[src/rtl/cap_timer4.sv]
module cap_timer4 #(
  parameter int W      = 32,
  parameter int NCAP   = 4,
  parameter int TAP_LO = 10
) (
  input  logic          clk,
  input  logic          rst_n,
  input  logic          cnt_en,
  input  logic [3:0]    cap_pin,
  input  logic          cmp_trig,
  input  logic          wr_en,
  input  logic [2:0]    addr,
  input  logic [W-1:0]  wdata,
  output logic [W-1:0]  rdata,
  output logic [3:0]    cap_flag,
  output logic [3:0]    itv_flag,
  output logic          irq
);
  localparam int CW = NCAP + 2*NCAP;

  logic [W-1:0]    cnt, cnt_nxt;
  logic [W-1:0]    cap_q [NCAP];
  logic [CW-1:0]   ctrl;
  logic [3:0]      itv_en;
  logic [NCAP-1:0] s1, s2, s3, fire;
  logic [3:0]      tap_rise;

  wire wr_cnt  = wr_en && addr == 3'd0;
  wire wr_ctrl = wr_en && addr == 3'd5;
  wire wr_itv  = wr_en && addr == 3'd6;
  wire wr_stat = wr_en && addr == 3'd7;

  assign cnt_nxt  = wr_cnt ? wdata : (cnt_en ? cnt + 1'b1 : cnt);
  assign tap_rise = cnt_nxt[TAP_LO +: 4] & ~cnt[TAP_LO +: 4];
  assign irq      = |itv_flag;

  always_comb
    for (int i = 0; i < NCAP; i++) begin
      fire[i] = ctrl[i] ? cmp_trig
                        : ((s2[i] & ~s3[i] & ctrl[NCAP+2*i]) |
                           (~s2[i] & s3[i] & ctrl[NCAP+2*i+1]));
    end

  always_ff @(posedge clk or negedge rst_n)
    if (!rst_n) begin
      cnt <= '0;
      s1 <= '0; s2 <= '0; s3 <= '0;
      ctrl <= '0; itv_en <= '0;
      cap_flag <= '0; itv_flag <= '0;
      for (int i = 0; i < NCAP; i++) cap_q[i] <= '0;
    end else begin
      cnt <= cnt_nxt;
      s1 <= cap_pin[NCAP-1:0];
      s2 <= s1;
      s3 <= s2;
      if (wr_ctrl) ctrl <= wdata[CW-1:0];
      if (wr_itv) itv_en <= wdata[3:0];
      for (int i = 0; i < NCAP; i++)
        if (fire[i]) cap_q[i] <= cnt;
      cap_flag <= (cap_flag & ~(wr_stat ? wdata[3:0] : 4'h0)) | fire;
      itv_flag <= (itv_flag & ~(wr_stat ? wdata[7:4] : 4'h0)) | (tap_rise & itv_en);
    end

  always_comb
    case (addr)
      3'd0:    rdata = cnt;
      3'd1:    rdata = cap_q[0];
      3'd2:    rdata = cap_q[1];
      3'd3:    rdata = cap_q[2];
      3'd4:    rdata = cap_q[3];
      3'd5:    rdata = {{(W-CW){1'b0}}, ctrl};
      3'd6:    rdata = {{(W-4){1'b0}}, itv_en};
      default: rdata = {{(W-8){1'b0}}, itv_flag, cap_flag};
    endcase

  AST_CNT_HOLD: assert property (@(posedge clk) disable iff (!rst_n)
    (!cnt_en && !wr_cnt) |=> $stable(cnt));
  AST_CNT_STEP: assert property (@(posedge clk) disable iff (!rst_n)
    (cnt_en && !wr_cnt) |=> cnt == $past(cnt) + 1'b1);
  AST_CNT_LOAD: assert property (@(posedge clk) disable iff (!rst_n)
    wr_cnt |=> cnt == $past(wdata));

  for (genvar g = 0; g < NCAP; g++) begin : g_chk
    AST_CMP_CAPTURE: assert property (@(posedge clk) disable iff (!rst_n)
      (ctrl[g] && cmp_trig) |=> cap_q[g] == $past(cnt));
    AST_CAP_FLAG: assert property (@(posedge clk) disable iff (!rst_n)
      fire[g] |=> cap_flag[g]);
    AST_ITV_CAUSE: assert property (@(posedge clk) disable iff (!rst_n)
      $rose(itv_flag[g]) |-> ($past(itv_en[g]) && $rose(cnt[TAP_LO+g])));
  end
endmodule

[config.mk]
export PLATFORM = sky130hd
export DESIGN_NAME = cap_timer4
export DESIGN_NICKNAME = d
export VERILOG_FILES = /design/src/rtl/cap_timer4.sv
export SDC_FILE = /design/constraint.sdc
export NUM_CORES = 1
export LEC_CHECK = 0
export CAP_MARGIN = 20
export CORE_UTILIZATION = 38
export DETAILED_ROUTE_END_ITERATION = 7
export RECOVER_POWER = 25
export SLEW_MARGIN = 20
export SYNTH_ARGS = -nofsm -noshare
export SYNTH_HDL_FRONTEND = slang
export SYNTH_SLANG_ARGS = --single-unit
[constraint.sdc]
create_clock -name clk -period 4.6 [get_ports clk]
set_input_delay 0.92 -clock clk [delete_from_list [all_inputs] [get_ports clk]]
set_output_delay 0.92 -clock clk [all_outputs]
set_load 0.005 [all_outputs]
==> reports/metrics.cfg <==
[floorplanning]
die_w_um = 158.5
fp.coreArea_mm2 = 0.02375
pin_count = 85
die-area_mm2 = 0.02513
start_util_pct = 39.19
rows = 56
fp.dieH_um = 158.5

[global_route]
busiest_layer = met2
antenna_found_initial = 1
grt_pass1_wl_um = 37850
grt_usage_pct = 20.14
grt_max_degree = 98
globalRouteOverflowTotal = 0
use_met2_pct = 31.91
use_met1_pct = 28.18
grt_use_met3_pct = 3.729
grt_pass1_vias = 6519

[timing]
finalSetupTns_ps = 0
whs_ps = 350.3
finalSetupViolCount = 0
min_period_ps = 4051
fin_skew_ps = 13.96
slew_violations = 98
rsz0062_at_grt = no
worstMarginPinSlew_ps = 2460
final_hold_viol_count = 0
slew_headroom_pct = -63.98
max_freq_mhz = 246.8
post-route-period-util_pct = 88.07

[layout]
final_core_util_pct = 46.40
areaGrowthSynthToFinish_pct = 18.39
nets = 892
drive_above_1_share_pct = 25.81
final_area_mm2 = 0.01102
layout_common_cells = dfrtp_1, mux2_2, nand2_1
final_common_cell = dfrtp_1
fillers = 2181

[clock_network]
cts_resized = 0
postCtsSetupBuffers = 0
clockBufferDepth = 2
clkSinkCount = 196
htreeDepth = 4
cts_buffers = 17
clk_latency_ps = 430
cts.clk_slew.worst_paths_ps = 70
cts_tree = done
ctsHoldBuffers = 0
clock-root-buffer = clkbuf_16

[critical_path]
crit_path_cell_trace = clkdlybuf4s50_1, or2_2, o21ai_0, a221o_1, clkdlybuf4s50_1
r2r_slack_ps = 2350
cpLargestDelayFamily = buffers and inverters
worst_path_most_repeated_cell = clkdlybuf4s50_1
ff2ff_path_depth = 5
setup.worst_path.start_class = primary input
worst_setup_path_end_kind = primary output
crit_path_top_delay_cell = clkdlybuf4s50_1
cp_slowest_stage_delay_ps = 580
r2r-start = cnt[3]$_DFFE_PN0P_
crit_fanout = 20
crit_required_ps = 3680
reg2reg_to = cnt[30]$_DFFE_PN0P_
path_class = primary input to primary output
crit_arrival_ps = 3130
path_buf_inv = 2

[routing]
route.detailed.drc = 0
wl_per_cell_um = 19.92
viasPerCell = 5.354
dr_total_vias = 6318
dr.pass1.iters = 5
first_iter_violations = 485
final_antenna_net_count = 0
drt_wl_total_um = 23510

[synth]
synth_area_mm2 = 0.009309
yosysWarnings = 0
synth-main-ff-cell = dfrtp_1
async_flop_share_pct = 100.0
synth-edff-count = 0
synth_fa_ha_area_share_pct = 0.1344
synth_top_family_by_area = multiplexers
netlist_instances = 780
ys_seq_elements = 196
yosysSeqAreaShare_pct = 52.69
synth-compound-area-share_pct = 8.548
synth_nets = 825
ys_types = 47
synthSimpleGateAreaFrac_pct = 8.790
synth_xor_area_share_pct = 2.917
synth.avg_cell_area_um2 = 11.93
yosys-mux-area-fraction_pct = 23.27

[hold_path]
hold_end = s2[0]$_DFF_PN0_
hp-start = s1[0]$_DFF_PN0_
min_path_type = register to register
whs_path_depth = 0

[status]
status = finished, violations left
violations = max-capacitance violations, max-slew violations

[placement]
hpwl_um = 15280
post_dp_cell_area_mm2 = 0.01046
place.port_buffers = 84
routabilityCongestion = 0.7937

[pwr]
irDropWorstVdd_v = 0.0002435
power_density_mw_per_mm2 = 535.9
power_leakage_nw = 4.653

[flow_run]
drv_cap = 1

==> worst max path at each step <==
stage                 start   endpoint  slack, ps  cells past startpoint
finish              addr[1]  rdata[24]        550                      5
global route        addr[1]  rdata[24]        460                      5
CTS                 addr[1]  rdata[24]        570                      5
detailed placement  addr[1]   rdata[1]        580                      6
global placement    addr[1]  rdata[24]        580                      5
floorplan           addr[2]  rdata[14]       1570                      5
==> per-stage QoR <==
step	instances	total power, W	setup WS, ps
floorplan	780	0.003868	1565
global placement	1147	0.004457	577.0
detailed placement	1147	0.004501	580.3
CTS	1179	0.005961	567.1
global route	1179	0.006265	460.5
finish	1180	0.005906	548.7
==> routing by layer <==
| metal | part of all wire, % | routed length, µm |
|---|---|---|
| met4 | 1.3 | 317 |
| met3 | 4.7 | 1108 |
| met2 | 48 | 11220 |
| met5 | 0 | 0 |
| met1 | 46 | 10860 |
==> synthesized netlist by cell type (3+ instances only) <==
master	instances	area, µm²
dfrtp_1	196	4905
mux2_2	147	1655
nand2_1	92	345.3
o21ai_0	51	255.2
mux2i_1	33	330.3
buf_2	26	130.1
nor2_1	23	86.33
a221o_1	21	210.2
xor2_1	19	166.4
o21ai_1	18	90.09
clkbuf_1	16	60.06
nand3_1	12	60.06
nand4_1	12	75.07
xnor2_1	12	105.1
and3_1	11	68.82
inv_1	11	41.29
mux4_2	8	180.2
a31oi_1	6	37.54
buf_1	6	22.52
a21oi_1	5	25.02
and2_1	5	31.28
buf_6	5	56.30
a21o_1	4	30.03
and4_1	4	35.03
buf_4	4	30.03
a32o_1	3	30.03
nand2b_1	3	18.77
o22ai_1	3	18.77
==> final cells by class <==
cell class	instances	area, µm²	area share, %
flip-flops and latches	196	4905	44.50
multi-input cells	516	4110	37.30
repair buffers	105	992.2	9.003
clock buffers	18	429.2	3.894
well taps	319	399.1	3.622
clock inverters	14	141.4	1.283
inverters	11	41.29	0.3747
diodes	1	2.502	0.02271
==> report_power, final <==
group | switching [W] | internal (W)
registers | 0.000497 | 0.00238
clock network | 0.000725 | 0.000724
logic | 0.000607 | 0.000972
==> sequential cells by signal, summed over array words and instances (netlist names) <==
signal / count
s1: 4
cnt: 32
cap_q: 128
itv_flag: 4
itv_en: 4
cap_flag: 4
ctrl: 12
s3: 4
s2: 4
==> logic make-up after synthesis <==
logic type               count (synthesis)
flip-flops                             196
multiplexers                           188
AND/OR/NAND/NOR                        173
AO/OA/AOI/OAI                          123
buffers and inverters                   68
XOR/XNOR                                31
adder cells (fa/ha/maj)                  1
(Power assumes the default switching activity.)
